$ cat config.mk
export PLATFORM = sky130hd
export DESIGN_NAME = tmr10_top
export DESIGN_NICKNAME = d
export VERILOG_FILES = /design/src/rtl/tmr_pkg.sv /design/src/rtl/tmr_tick_sel.sv /design/src/rtl/tmr_counter.sv /design/src/rtl/tmr_regs.sv /design/src/rtl/tmr10_top.sv
export SDC_FILE = /design/constraint.sdc
export NUM_CORES = 1
export LEC_CHECK = 0
export ABC_AREA = 1
export ABC_CLOCK_PERIOD_IN_PS = 1800
export BUFFER_PORTS_ARGS = -buffer_cell sky130_fd_sc_hd__buf_2
export CORE_UTILIZATION = 53
export DETAILED_ROUTE_END_ITERATION = 6
export GPL_TIMING_DRIVEN = 0
export PLACE_DENSITY = 0.86
export SLEW_MARGIN = 20
export SYNTH_ARGS = -nofsm -noshare
export SYNTH_HDL_FRONTEND = slang
export SYNTH_SLANG_ARGS = --single-unit
$ cat constraint.sdc
create_clock -name clk_i -period 1.8 [get_ports clk_i]
set_clock_uncertainty 0.05 [all_clocks]
set_input_delay 0.45 -clock clk_i [delete_from_list [all_inputs] [get_ports clk_i]]
set_output_delay 0.45 -clock clk_i [all_outputs]
set_load 0.01 [all_outputs]
$ cat src/rtl/tmr_pkg.sv
package tmr_pkg;
  localparam int CNT_W  = 10;
  localparam int P_W    = 3;
  localparam int HI_W   = CNT_W - 8;
  localparam int ADDR_W = 3;

  localparam logic [ADDR_W-1:0] A_CTRL0 = 3'd0;
  localparam logic [ADDR_W-1:0] A_CTRL1 = 3'd1;
  localparam logic [ADDR_W-1:0] A_CNTL  = 3'd2;
  localparam logic [ADDR_W-1:0] A_CNTH  = 3'd3;
  localparam logic [ADDR_W-1:0] A_CMPL  = 3'd4;
  localparam logic [ADDR_W-1:0] A_CMPH  = 3'd5;

  typedef enum logic [2:0] {
    CK_SYS4 = 3'b000,
    CK_SYS  = 3'b001,
    CK_H16  = 3'b010,
    CK_H64  = 3'b011,
    CK_TB   = 3'b100,
    CK_RSVD = 3'b101,
    CK_PINR = 3'b110,
    CK_PINF = 3'b111
  } ck_sel_e;

  typedef struct packed {
    logic           pause;
    ck_sel_e        ck;
    logic           on;
    logic [P_W-1:0] per;
  } ctrl0_t;
endpackage

$ cat src/rtl/tmr_tick_sel.sv
module tmr_tick_sel
  import tmr_pkg::*;
#(
  parameter int SYS_DIV_LOG2 = 2,
  parameter int H_DIV1_LOG2  = 4,
  parameter int H_DIV2_LOG2  = 6,
  parameter int SYNC_STAGES  = 2
) (
  input  logic    clk_i,
  input  logic    rst_ni,
  input  ck_sel_e sel_i,
  input  logic    hclk_en_i,
  input  logic    tb_tick_i,
  input  logic    pin_i,
  output logic    tick_o
);
  logic [SYS_DIV_LOG2-1:0] sys_pre_q;
  logic [H_DIV2_LOG2-1:0]  h_pre_q;
  logic [SYNC_STAGES-1:0]  sync_q;
  logic                    pin_d_q;
  logic                    pin_s;
  logic                    t_sys4, t_h16, t_h64, t_rise, t_fall;

  always_ff @(posedge clk_i or negedge rst_ni) begin
    if (!rst_ni) begin
      sys_pre_q <= '0;
      h_pre_q   <= '0;
    end else begin
      sys_pre_q <= sys_pre_q + 1'b1;
      if (hclk_en_i) h_pre_q <= h_pre_q + 1'b1;
    end
  end

  assign t_sys4 = &sys_pre_q;
  assign t_h16  = hclk_en_i & (&h_pre_q[H_DIV1_LOG2-1:0]);
  assign t_h64  = hclk_en_i & (&h_pre_q);

  genvar g;
  generate
    for (g = 0; g < SYNC_STAGES; g++) begin : g_sync
      always_ff @(posedge clk_i or negedge rst_ni) begin
        if (!rst_ni) sync_q[g] <= 1'b0;
        else if (g == 0) sync_q[g] <= pin_i;
        else sync_q[g] <= sync_q[(g == 0) ? 0 : g-1];
      end
    end
  endgenerate

  assign pin_s = sync_q[SYNC_STAGES-1];

  always_ff @(posedge clk_i or negedge rst_ni) begin
    if (!rst_ni) pin_d_q <= 1'b0;
    else pin_d_q <= pin_s;
  end

  assign t_rise = pin_s & ~pin_d_q;
  assign t_fall = ~pin_s & pin_d_q;

  always_comb begin
    unique case (sel_i)
      CK_SYS4: tick_o = t_sys4;
      CK_SYS:  tick_o = 1'b1;
      CK_H16:  tick_o = t_h16;
      CK_H64:  tick_o = t_h64;
      CK_TB:   tick_o = tb_tick_i;
      CK_PINR: tick_o = t_rise;
      CK_PINF: tick_o = t_fall;
      default: tick_o = 1'b0;
    endcase
  end

  // divided system tick is never back to back
  p_sys4_gap_r3: assert property (@(posedge clk_i) disable iff (!rst_ni)
    (sel_i == CK_SYS4) && tick_o |=> !(tick_o && sel_i == CK_SYS4));

  p_reserved_r5: assert property (@(posedge clk_i) disable iff (!rst_ni)
    (sel_i == CK_RSVD) |-> !tick_o);
  // pin edges yield single-cycle ticks
  p_pin_pulse_r4: assert property (@(posedge clk_i) disable iff (!rst_ni)
    (sel_i == CK_PINR) && tick_o |=> !t_rise);
endmodule

$ cat src/rtl/tmr_counter.sv
module tmr_counter
  import tmr_pkg::*;
(
  input  logic             clk_i,
  input  logic             rst_ni,
  input  logic             tick_src_i,
  input  logic             run_i,
  input  logic             clr_i,
  input  logic [CNT_W-1:0] cmpa_i,
  input  logic [P_W-1:0]   per_i,
  input  logic             csel_a_i,
  output logic [CNT_W-1:0] cnt_o,
  output logic             hit_a_o,
  output logic             hit_p_o
);
  logic [CNT_W-1:0] cnt_q;
  logic [CNT_W:0]   cnt_inc;
  logic [CNT_W:0]   per_thr;
  logic             tick;
  logic             restart;

  assign tick    = tick_src_i & run_i;
  assign cnt_inc = {1'b0, cnt_q} + 1'b1;
  assign per_thr = (per_i == '0) ? (CNT_W+1)'(1) << CNT_W
                                 : {1'b0, per_i, {(CNT_W-P_W){1'b0}}};
  assign hit_a_o = tick & (cnt_q == cmpa_i);
  assign hit_p_o = tick & (cnt_inc == per_thr);
  assign restart = csel_a_i ? hit_a_o : hit_p_o;

  always_ff @(posedge clk_i or negedge rst_ni) begin
    if (!rst_ni) cnt_q <= '0;
    else if (clr_i) cnt_q <= '0;
    else if (tick) cnt_q <= restart ? '0 : cnt_inc[CNT_W-1:0];
  end

  assign cnt_o = cnt_q;


  p_clear_on_r7: assert property (@(posedge clk_i) disable iff (!rst_ni)
    clr_i |=> cnt_q == '0);
  // stopped timer holds its count
  p_hold_r6: assert property (@(posedge clk_i) disable iff (!rst_ni)
    !clr_i && !run_i |=> $stable(cnt_q));

  p_wrap_r12: assert property (@(posedge clk_i) disable iff (!rst_ni)
    !clr_i && tick_src_i && run_i && (&cnt_q) |=> cnt_q == '0);

  p_aclear_r8: assert property (@(posedge clk_i) disable iff (!rst_ni)
    !clr_i && tick_src_i && run_i && csel_a_i && (cnt_q == cmpa_i) |=> cnt_q == '0);
endmodule

$ cat src/rtl/tmr_regs.sv
module tmr_regs
  import tmr_pkg::*;
(
  input  logic              clk_i,
  input  logic              rst_ni,
  input  logic [ADDR_W-1:0] addr_i,
  input  logic              wr_i,
  input  logic              rd_i,
  input  logic [7:0]        wdata_i,
  output logic [7:0]        rdata_o,
  input  logic [CNT_W-1:0]  cnt_i,
  input  logic              hit_a_i,
  input  logic              hit_p_i,
  output ctrl0_t            ctrl0_o,
  output logic              csel_a_o,
  output logic [CNT_W-1:0]  cmpa_o,
  output logic              on_rise_o,
  output logic              flag_a_o,
  output logic              flag_p_o
);
  ctrl0_t           ctrl0_q;
  logic             csel_q, flag_a_q, flag_p_q;
  logic [CNT_W-1:0] cmpa_q;
  logic [HI_W-1:0]  shadow_q;
  logic             wr_c0, wr_c1, wr_ml, wr_mh, rd_cl;
  logic             unused_wbits;

  assign wr_c0 = wr_i && addr_i == A_CTRL0;
  assign wr_c1 = wr_i && addr_i == A_CTRL1;
  assign wr_ml = wr_i && addr_i == A_CMPL;
  assign wr_mh = wr_i && addr_i == A_CMPH;
  assign rd_cl = rd_i && addr_i == A_CNTL;
  assign unused_wbits = ^wdata_i[5:1];

  assign on_rise_o = wr_c0 & wdata_i[3] & ~ctrl0_q.on;

  always_ff @(posedge clk_i or negedge rst_ni) begin
    if (!rst_ni) begin
      ctrl0_q  <= '0;
      csel_q   <= 1'b0;
      flag_a_q <= 1'b0;
      flag_p_q <= 1'b0;
      cmpa_q   <= '0;
      shadow_q <= '0;
    end else begin
      if (wr_c0) ctrl0_q <= ctrl0_t'(wdata_i);
      if (wr_c1) csel_q <= wdata_i[0];
      flag_a_q <= (flag_a_q & ~(wr_c1 & wdata_i[6])) | hit_a_i;
      flag_p_q <= (flag_p_q & ~(wr_c1 & wdata_i[7])) | hit_p_i;
      if (wr_ml) cmpa_q[7:0] <= wdata_i;
      if (wr_mh) cmpa_q[CNT_W-1:8] <= wdata_i[HI_W-1:0];
      if (rd_cl) shadow_q <= cnt_i[CNT_W-1:8];
    end
  end

  always_comb begin
    unique case (addr_i)
      A_CTRL0: rdata_o = ctrl0_q;
      A_CTRL1: rdata_o = {flag_p_q, flag_a_q, 5'b0, csel_q};
      A_CNTL:  rdata_o = cnt_i[7:0];
      A_CNTH:  rdata_o = {{(8-HI_W){1'b0}}, shadow_q};
      A_CMPL:  rdata_o = cmpa_q[7:0];
      A_CMPH:  rdata_o = {{(8-HI_W){1'b0}}, cmpa_q[CNT_W-1:8]};
      default: rdata_o = 8'h00;
    endcase
  end

  assign ctrl0_o  = ctrl0_q;
  assign csel_a_o = csel_q;
  assign cmpa_o   = cmpa_q;
  assign flag_a_o = flag_a_q;
  assign flag_p_o = flag_p_q;


  p_flag_a_set_r8: assert property (@(posedge clk_i) disable iff (!rst_ni)
    hit_a_i |=> flag_a_q);

  p_flag_p_set_r9: assert property (@(posedge clk_i) disable iff (!rst_ni)
    hit_p_i |=> flag_p_q);

  p_w1c_r10: assert property (@(posedge clk_i) disable iff (!rst_ni)
    wr_c1 && wdata_i[6] && !hit_a_i |=> !flag_a_q);

  p_shadow_r11: assert property (@(posedge clk_i) disable iff (!rst_ni)
    rd_cl |=> shadow_q == $past(cnt_i[CNT_W-1:8]));
endmodule

$ cat src/rtl/tmr10_top.sv
module tmr10_top
  import tmr_pkg::*;
#(
  parameter int SYS_DIV_LOG2 = 2,
  parameter int H_DIV1_LOG2  = 4,
  parameter int H_DIV2_LOG2  = 6,
  parameter int SYNC_STAGES  = 2
) (
  input  logic        clk_i,
  input  logic        rst_ni,
  input  logic [2:0]  addr_i,
  input  logic        wr_i,
  input  logic        rd_i,
  input  logic [7:0]  wdata_i,
  output logic [7:0]  rdata_o,
  input  logic        hclk_en_i,
  input  logic        tb_tick_i,
  input  logic        pin_i,
  output logic        flag_a_o,
  output logic        flag_p_o
);
  ctrl0_t           ctrl0;
  logic             csel_a, on_rise, src_tick, run, hit_a, hit_p;
  logic [CNT_W-1:0] cmpa, cnt;

  assign run = ctrl0.on & ~ctrl0.pause;

  tmr_regs u_regs (
    .clk_i, .rst_ni, .addr_i, .wr_i, .rd_i, .wdata_i, .rdata_o,
    .cnt_i(cnt), .hit_a_i(hit_a), .hit_p_i(hit_p),
    .ctrl0_o(ctrl0), .csel_a_o(csel_a), .cmpa_o(cmpa), .on_rise_o(on_rise),
    .flag_a_o, .flag_p_o
  );

  tmr_tick_sel #(
    .SYS_DIV_LOG2(SYS_DIV_LOG2), .H_DIV1_LOG2(H_DIV1_LOG2),
    .H_DIV2_LOG2(H_DIV2_LOG2), .SYNC_STAGES(SYNC_STAGES)
  ) u_tick (
    .clk_i, .rst_ni, .sel_i(ctrl0.ck), .hclk_en_i, .tb_tick_i, .pin_i,
    .tick_o(src_tick)
  );

  tmr_counter u_cnt (
    .clk_i, .rst_ni, .tick_src_i(src_tick), .run_i(run), .clr_i(on_rise),
    .cmpa_i(cmpa), .per_i(ctrl0.per), .csel_a_i(csel_a),
    .cnt_o(cnt), .hit_a_o(hit_a), .hit_p_o(hit_p)
  );
endmodule

==> results of run 1 <==
==> through the flow <==
step	setup TNS (ns)	std cells	worst slack [ns]
after floorplan	0	346	0.0471
after global routing	-3.46	445	-0.320
final	-1.88	445	-0.304
after CTS	-0.825	441	-0.109
after global placement	-4.41	425	-0.309
after detailed placement	-5.79	425	-0.367
==> critical path, delay by kind of cell, from the launching register on <==
family	cells	cell delay, ns
AO/OA/AOI/OAI	3	0.45
buffers and inverters	3	0.38
flip-flops	1	0.46
==> cells in the mapped netlist (2+ instances only) <==
cell type	number	area share (%)
a21oi_1	6	1.2
buf_2	4	0.79
clkbuf_1	2	0.30
dfrtp_1	44	44
ha_1	4	2.0
inv_1	47	7.0
inv_2	2	0.30
nand2_1	117	17
nand2_2	3	0.74
nand3_1	20	4.0
nand4_1	5	1.2
nor2_1	24	3.6
nor2_4	2	0.89
nor3_1	4	0.79
o2111ai_1	4	1.4
o211ai_1	3	0.89
o21ai_0	28	5.5
o21bai_1	2	0.59
o221ai_1	3	1.0
or2_2	3	0.74
xnor2_1	4	1.4
xor2_1	5	1.7
==> registers in the layout, summed over array words and instances, names as in the netlist <==
name and cells:
u_tick.pin_d_q 1, u_tick.sys_pre_q 2, u_regs.shadow_q 2, u_regs.flag_a_o 1
u_tick.h_pre_q 6, u_regs.ctrl0_o 8, u_regs.cmpa_o 10, u_regs.flag_p_o 1
u_tick.sync_q 1, u_tick.pin_s 1, u_regs.csel_a_o 1, u_cnt.cnt_o 10
==> cell type report <==
class	instances	area, sq um	share of cell area, %
multi-input cells	245	1350	42.9
flip-flops and latches	44	1100	35.1
repair buffers	39	277	8.78
inverters	50	196	6.24
clock buffers	5	68.8	2.19
well taps	52	65.1	2.07
clock inverters	3	46.3	1.47
plain buffers	7	40.0	1.27
==> path summary, 6_finish.rpt <==
kind | from | end | slack (ns) | cells past startpoint
min in group clk_i | pin_i | u_tick.sync_q[0] | 0.20 | 1
worst max-delay path | u_cnt.cnt_o[1] | rdata_o[1] | -0.30 | 6
worst min-delay path | rst_ni | u_cnt.cnt_o[7] | 0.008 | 1
worst max register to register | u_cnt.cnt_o[1] | u_cnt.cnt_o[5] | -0.12 | 14
worst min register to register | u_tick.sync_q[0] | u_tick.pin_s | 0.32 | 0
max in group asynchronous | rst_ni | u_regs.cmpa_o[1] | 1.21 | 2
==> metal layers <==
metal	GRT usage (%)	vias up
li1	-	1192
met1	36.3	1217
met2	48.3	174
met3	5.84	31
met4	14.2	0
met5	0	-
==> cell usage in the layout, fill, tap and decap left out, types with 3 or more instances in the layout <==
master	synthesis	final
inv_2	2	7
clkbuf_8	0	5
or2_2	3	3
nor2_2	1	3
dfrtp_1	44	41
xnor2_1	4	4
buf_6	0	3
nand3_1	20	19
o211ai_1	3	3
inv_1	47	39
nand2_2	3	7
nand2_4	1	4
nor2_4	2	3
nand4_1	5	5
nand2_1	117	110
a21oi_1	6	5
o21ai_0	28	24
inv_4	0	3
buf_4	0	11
buf_2	4	25
xor2_1	5	5
dfrtp_2	0	3
nor2_1	24	21
==> what timing repair did <==
action	4_1_cts	5_1_grt
endpoints found under the setup margin	19	19
hold buffers	0	0
pin swaps	7	7
setup buffers	8	4
resized for setup	37	29
==> cells by family after synthesis <==
logic type | count (synthesis)
buffers and inverters | 57
adders and majority gates | 4
DFF | 44
xor gates and xnor gates | 9
AOI/OAI and AO/OA | 49
and+or+nand+nor | 183
==> power groups by stage <==
stage | Clock [uW] | Sequential [uW] | Combinational [uW]
after detailed placement | 0 | 1410 | 748
after floorplan | 0 | 1350 | 556
after global placement | 0 | 1400 | 721
final | 785 | 1390 | 1030
after global routing | 820 | 1430 | 1160
after CTS | 792 | 1390 | 881
==> summary.md, run 1 <==
| Metric | Value |
|---|---|
| Leakage Power | `0.00159 uW` |
| Syn_area_per_cell | `7.31 sq um` |
| Dpl hpwl | `4340 um` |
| Post-synthesis register bit count | `44` |
| Met1 wire length | `2750 um` |
| Fillers | `332` |
| Largest family of logic cells by synthesized area | `simple AND/OR/NAND/NOR gates` |
| Core box area | `4470 sq um` |
| Number of synthesized flops with an enable pin | `0` |
| Worst path slowest cell | `dfrtp_2` |
| Crit. End Element | `output port` |
| Final #Nets | `414` |
| Critical Path Max Stage Delay | `0.46 ns` |
| Critical Path, Cell by Cell | `buf_6 -> inv_4 -> o21ai_2 -> a221oi_2 -> o21ai_1 -> buf_2` |
| Cell variety after synth | `32` |
| DR vias | `2614` |
| Highest routed layer | `met4` |
| Routed met3 length | `677 um` |
| Min Hold Slack | `0.00760 ns` |
| Final worst slack | `-0.304 ns` |
| Status | `finished, violations left` |
| First-pass GRT wire length | `11300 um` |
| DR pass1 iterations | `5` |
| Period utilization | `117%` |
| Layout area overhead | `24.5%` |
| Wire length per cell | `15.8 um` |
| Die X | `71.1 um` |
| Clock Sinks | `44` |
| Register area share after synthesis | `43.5%` |
| Synthesized instance count | `346` |
| Reg clk slew, reported paths | `0.09 ns` |
| Deepest clock path buffer count | `2` |
| Worst Tran Pin Value | `0.439 ns` |
| Internal power | `2040 uW` |
| Power per cell area | `1020 nW/um^2` |
| Die span in y | `71.1 um` |
| GP Congestion | `0.917` |
| Total CTS buffers | `5` |
| Yosys warns | `0` |
| Psw | `1170 uW` |
| Placed Area | `2740 sq um` |
| Sw Share | `36.4%` |
| Antenna diode count | `0` |
| Total number of H-tree levels | `2` |
| Worst slew margin | `70.7%` |
| Compound-cell area share of the yosys netlist | `11.8%` |
| Hold Path Class | `in2async` |
| Max Slew Vio Count | `0` |
| Syn_nets | `368` |
| Comb power frac | `32.1%` |
| Core Util, Final | `70.4%` |
| Total wire length | `7040 um` |
| RSZ-0062 raised after global routing | `true` |
| Root Buffer | `clkbuf_8` |
| GRT Overall Usage | `29.0%` |
| Drt via density | `5.87` |
| Synth Cell Area | `2530 sq um` |
| Asr flop ratio synth | `100%` |
| Initial antenna violation count | `0` |
| XOR/XNOR Fraction of Synth Area | `3.12%` |
| Vias in the first global route | `2433` |
| GRT overflow | `0` |
| WS Path Type | `reg2out` |
| Simple-gate share of the synthesized area | `30.9%` |
| Main synth FF type | `dfrtp_1` |
| Initial Util | `56.5%` |
| Max VDD drop | `0.826 mV` |
| Final hold vios | `0` |
| Final Cell Area | `3150 sq um` |
| Layout cells sized above 1 | `26.2%` |
| Residual DRC | `0` |
| Maximum number of pins on one net before global-route repair | `45` |
| Power, Total | `3210 uW` |
| # rows | `24` |
| DRT iter0 DRCs | `250` |
| Failing checks | `setup timing` |
| CP Launch Type | `register` |
| WP data required | `1.30 ns` |
| Worst EP arrival | `1.60 ns` |
| Tmin final | `2.10 ns` |
| MaxCap Viol Count | `0` |
| Seq pwr share | `43.4%` |
| ANT nets after route | `0` |
| Clock share of power | `24.5%` |
| Final setup violating endpoints | `18` |
| Met2 WL post-DR | `3340 um` |
| Fmax | `475 MHz` |
| CTS tree | `built` |
| Worst skew pair latency | `0.31 ns` |
| CP max FO | `4` |
| Die area | `5050 sq um` |
| Number of buffers added on ports | `27` |
| Post-Synth Adder-Cell Area | `1.98%` |
| Post-synthesis mux area share | `0%` |
| Top Ports | `28` |
Note: power is estimated with default switching activity, not from simulation.
==> run 2, diff against run 1 <==
--- a/config.mk
+++ b/config.mk
@@ -13,4 +13,5 @@
 export GPL_TIMING_DRIVEN = 0
 export PLACE_DENSITY = 0.86
+export RECOVER_POWER = 50
 export SLEW_MARGIN = 20
 export SYNTH_ARGS = -nofsm -noshare
--- a/constraint.sdc
+++ b/constraint.sdc
@@ -3,3 +3,3 @@
 set_input_delay 0.45 -clock clk_i [delete_from_list [all_inputs] [get_ports clk_i]]
 set_output_delay 0.45 -clock clk_i [all_outputs]
-set_load 0.01 [all_outputs]
+set_load 0.02 [all_outputs]
==> summary.md, run 2 (synthesis gave the netlist of run 1 again) <==
| Metric | Value |
|---|---|
| Die area | `5050 sq um` |
| Drt via density | `5.82` |
| DR vias | `2580` |
| Total CTS buffers | `5` |
| Worst slew margin | `28.6%` |
| DRT iter0 DRCs | `200` |
| WHS Endpoint | `u_tick.sync_q[0]` |
| CP max FO | `5` |
| Status | `finished, violations left` |
| Total wire length | `7010 um` |
| Power, Total | `3220 uW` |
| MaxCap Viol Count | `0` |
| Dpl hpwl | `4510 um` |
| Most frequent cells in the layout | `110 x nand2_1, 41 x dfrtp_1, 39 x inv_1, 24 x o21ai_0, 21 x nor2_1` |
| Final #Nets | `412` |
| Root Buffer | `clkbuf_8` |
| Final worst slack | `-0.226 ns` |
| Worst path slowest cell | `dfrtp_2` |
| Setup TNS Final | `-1.73 ns` |
| CTS tree | `built` |
| Fmax | `493 MHz` |
| Residual DRC | `0` |
| CP Buf/Inv Count | `3` |
| Top Ports | `28` |
| Power per cell area | `1020 nW/um^2` |
| Reg2reg end | `u_cnt.cnt_o[5]` |
| Layout cells sized above 1 | `25.6%` |
| Post-CTS Hold Buffers | `0` |
| ANT nets after route | `0` |
| Antenna diode count | `0` |
| Worst EP arrival | `1.53 ns` |
| Final hold vios | `0` |
| Period utilization | `113%` |
| Leakage Power | `0.00158 uW` |
| Total number of H-tree levels | `2` |
| Critical Path Max Stage Delay | `0.44 ns` |
| Crit. Startpoint | `u_cnt.cnt_o[0]` |
| Worst Tran Pin Value | `1.07 ns` |
| Die span in y | `71.1 um` |
| Worst path top cell family by delay | `flip-flops` |
| Maximum number of pins on one net before global-route repair | `45` |
| CP Launch Type | `register` |
| Vias in the first global route | `2351` |
| Die X | `71.1 um` |
| Initial Util | `56.5%` |
| Core box area | `4470 sq um` |
| # rows | `24` |
| Number of buffers added on ports | `27` |
| Commonest non-fill, non-tap cell in the layout | `nand2_1` |
| Deepest clock path buffer count | `2` |
| Register-to-Register Path Depth | `11` |
| GP Congestion | `0.912` |
| Worst Hold Path Cells | `1` |
| Layout area overhead | `24.2%` |
| WS Path Type | `reg2out` |
| Initial antenna violation count | `0` |
| Failing checks | `setup timing` |
| Crit. End Element | `output port` |
| Wire length per cell | `15.8 um` |
| Hold Path Class | `in2reg` |
| Tmin final | `2.03 ns` |
| DR pass1 iterations | `6` |
| First-pass GRT wire length | `10800 um` |
| WP data required | `1.30 ns` |
| Max Slew Vio Count | `0` |
| Clock Sinks | `44` |
| RSZ-0062 raised after global routing | `true` |
| RR Startpoint | `u_tick.h_pre_q[0]` |
| Max VDD drop | `0.706 mV` |
| Worst skew pair latency | `0.32 ns` |
| Hold_sp | `pin_i` |
| Critical Path, Cell by Cell | `buf_6 -> inv_2 -> o21ai_1 -> a21oi_1 -> o2111ai_2 -> buf_4` |
| Final setup violating endpoints | `15` |
| Flop-to-flop setup slack | `-0.12 ns` |
| Reg clk slew, reported paths | `0.09 ns` |
| GRT Overall Usage | `27.6%` |
| GRT overflow | `0` |
## run 2: worst max-delay path by stage
stage / end / depth (start not counted)
after detailed placement: u_cnt.cnt_o[6] / 11
after global placement: rdata_o[1] / 7
after global routing: rdata_o[1] / 6
after CTS: rdata_o[0] / 6
after floorplan: rdata_o[1] / 5
final: rdata_o[0] / 6
## run 2: worst register-to-register path, stage by stage, from the launching register on
cell and delay (ns):
dfrtp_1 0.39, ha_1 0.21, nand2_1 0.08, nor2_2 0.11, nand3_1 0.10, a21boi_2 0.16, and2_1 0.18, nand3_1 0.15
nand2_2 0.12, nand2_4 0.11, nand2_1 0.09, nand2_1 0.05
## run 2: power by group
part / switching (uW) / internal (uW) / leakage, uW
registers: 209 / 1190 / 0.000555
clock network: 374 / 418 / 0.0000548
logic: 606 / 426 / 0.000971
## run 2: cell type report
type                            instances  area (sq um)
Multi-Input combinational cell        245          1350
Timing Repair Buffer                   37           270
Clock inverter                          3          46.3
Tap cell                               52          65.1
Inverter                               50           196
Sequential cell                        44          1100
Fill cell                             320          1330
Clock buffer                            5          68.8
Buffer                                  7          37.5
## run 2: through the flow
| step | area [sq um] | setup WS, ns | utilization [%] | cells | hold slack [ns] |
|---|---|---|---|---|---|
| floorplan | 2530 | 0.0338 | - | 346 | 0.104 |
| global placement | 2740 | -0.332 | 61.1 | 425 | 0.286 |
| detailed placement | 2740 | -0.400 | 61.1 | 425 | 0.293 |
| CTS | 2980 | -0.125 | 66.6 | 438 | 0.194 |
| global route | 3140 | -0.270 | 70.2 | 443 | 0.175 |
| finish | 3140 | -0.226 | 70.2 | 443 | 0.184 |
## run 2: metal layers
metal	track usage (%)	wire length, um	up-vias	part of all wire, %
met3	4.99	525	41	7.5
met1	35.2	2780	1200	40
li1	-	-	1190	-
met5	0	0	-	0
met4	11.8	297	0	4.2
met2	46.5	3400	149	49
## run 2: what timing repair did
action	4_1_cts	5_1_grt
endpoints found under the setup margin	19	19
pin swaps	6	6
resized for setup	33	38
buffers inserted	5	5
==> run 3, diff against run 2 <==
==> constraint.sdc (replaced) <==
create_clock -name clk_i -period 1.8 [get_ports clk_i]
set_clock_uncertainty 0.05 [all_clocks]
set_input_delay 0.54 -clock clk_i [delete_from_list [all_inputs] [get_ports clk_i]]
set_output_delay 0.54 -clock clk_i [all_outputs]
set_load 0.02 [all_outputs]
==> summary.md, run 3 (synthesis gave the netlist of run 1 again) <==
| Metric | Value |
|---|---|
| Status | `finished, violations left` |
| Failing checks | `setup timing` |
| DR pass1 iterations | `5` |
| Total CTS buffers | `5` |
| Initial Util | `56.5%` |
| Hold Path Class | `in2reg` |
| GP Congestion | `0.903` |
| Power per cell area | `1010 nW/um^2` |
| Fillers | `287` |
| Min Hold Slack | `0.284 ns` |
| Dpl hpwl | `4450 um` |
| Flop-to-flop setup slack | `-0.14 ns` |
| Root Buffer | `clkbuf_8` |
| Vias in the first global route | `2552` |
| Most frequent cells in the layout | `102 x nand2_1, 42 x dfrtp_1, 40 x inv_1, 24 x o21ai_0, 21 x nor2_1` |
| Period utilization | `114%` |
| Crit. End Element | `output port` |
| CP Launch Type | `register` |
| GRT Overall Usage | `29.6%` |
| Post-CTS Hold Buffers | `0` |
| Maximum number of pins on one net before global-route repair | `45` |
| Initial antenna violation count | `0` |
| Final hold vios | `0` |
| CP max FO | `2` |
| Placement Setup Slack | `-0.492 ns` |
| Die span in y | `71.1 um` |
| CTS tree | `built` |
| Residual DRC | `0` |
| Max VDD drop | `0.728 mV` |
| Core box area | `4470 sq um` |
| Antenna diode count | `0` |
| Max Slew Vio Count | `0` |
| Number of buffers added on ports | `27` |
| MaxCap Viol Count | `0` |
| Final Cell Area | `3210 sq um` |
| Final setup violating endpoints | `18` |
| Wire length per cell | `16.8 um` |
| Deepest clock path buffer count | `2` |
| Top Ports | `28` |
| # rows | `24` |
| Worst slew margin | `29.4%` |
| Total number of H-tree levels | `2` |
| GRT overflow | `0` |
| Worst skew pair latency | `0.31 ns` |
| WP data required | `1.21 ns` |
| Commonest non-fill, non-tap cell in the layout | `nand2_1` |
| WS Path Type | `reg2out` |
| Fmax | `486 MHz` |
| Die area | `5050 sq um` |
| Placed Area | `2780 sq um` |
| Die X | `71.1 um` |
| Worst Tran Pin Value | `1.06 ns` |
| Drt via density | `5.95` |
| ANT nets after route | `0` |
| First-pass GRT wire length | `11500 um` |
| Final #Nets | `414` |
| Layout area overhead | `26.9%` |
| RSZ-0062 raised after global routing | `true` |
| Layout cells sized above 1 | `28.8%` |
| Leakage Power | `0.00160 uW` |
| Total wire length | `7480 um` |
| Tmin final | `2.06 ns` |
| Reg clk slew, reported paths | `0.09 ns` |
| DR vias | `2648` |
| Final worst slack | `-0.257 ns` |
| Worst EP arrival | `1.47 ns` |
| Clock Sinks | `44` |
| DRT iter0 DRCs | `168` |
[run 3: cell count changes in the layout (fill, tap and decap cells not counted), sizes merged]
cell,change
nand2,+1
clkinv,+1
buf,+2
clkbuf,-1
inv,-1
[run 3: what timing repair did]
action | in CTS | in global routing
gates resized for setup | 52 | 25
cloned | 1 | 0
buffers inserted | 9 | 4
setup endpoints to repair | 21 | 19
pin swaps | 15 | 16
[run 3: area by class of cell]
type / count / area [sq um] / area share, %
multi-input combinational: 246 / 1400 / 43.7
tap: 52 / 65.1 / 2.03
inverter: 50 / 204 / 6.35
buffer: 7 / 32.5 / 1.01
sequential: 44 / 1100 / 34.4
clock buffer: 5 / 68.8 / 2.14
clock inverter: 3 / 46.3 / 1.44
timing repair buffer: 38 / 287 / 8.93
[run 3: path summary, 6_finish.rpt]
check,from,end,cells past startpoint
min,pin_i,u_tick.sync_q[0],1
min in group asynchronous,rst_ni,u_cnt.cnt_o[2],1
min reg2reg,u_tick.sync_q[0],u_tick.pin_s,0
max reg2reg,u_cnt.cnt_o[1],u_cnt.cnt_o[5],14
max,u_regs.shadow_q[1],rdata_o[1],5
max in group asynchronous,rst_ni,u_cnt.cnt_o[1],1
[run 3: critical path: stages (launching register included)]
cell and delay [ns]:
dfrtp_1 0.43, nand4_1 0.17, o21ai_2 0.10, a221oi_2 0.23, o21ai_2 0.10, buf_6 0.14
[run 3: routing by layer]
layer	share of wire, %	vias to the layer above	global-route usage, %
met5	0	-	0
met2	50	163	51.6
met1	37	1250	35.1
met4	4.9	0	13.6
li1	-	1194	-
met3	8.2	41	6.27
[run 3: through the flow]
step | cells | TNS (ns) | utilization [%] | power [uW]
floorplan | 346 | -0.0173 | - | 1950
global placement | 425 | -9.78 | 62.1 | 2160
detailed placement | 425 | -11.07 | 62.1 | 2200
CTS | 442 | -2.08 | 69.7 | 3120
global route | 445 | -4.26 | 71.7 | 3410
finish | 445 | -2.62 | 71.7 | 3260
[run 3: where the power goes]
group | leakage [uW] | internal (uW) | total, uW | switching (uW)
clock | 0.0000548 | 418 | 799 | 380
combinational | 0.000991 | 430 | 1050 | 618
sequential | 0.000557 | 1190 | 1410 | 222
total | 0.00160 | 2040 | 3260 | 1220
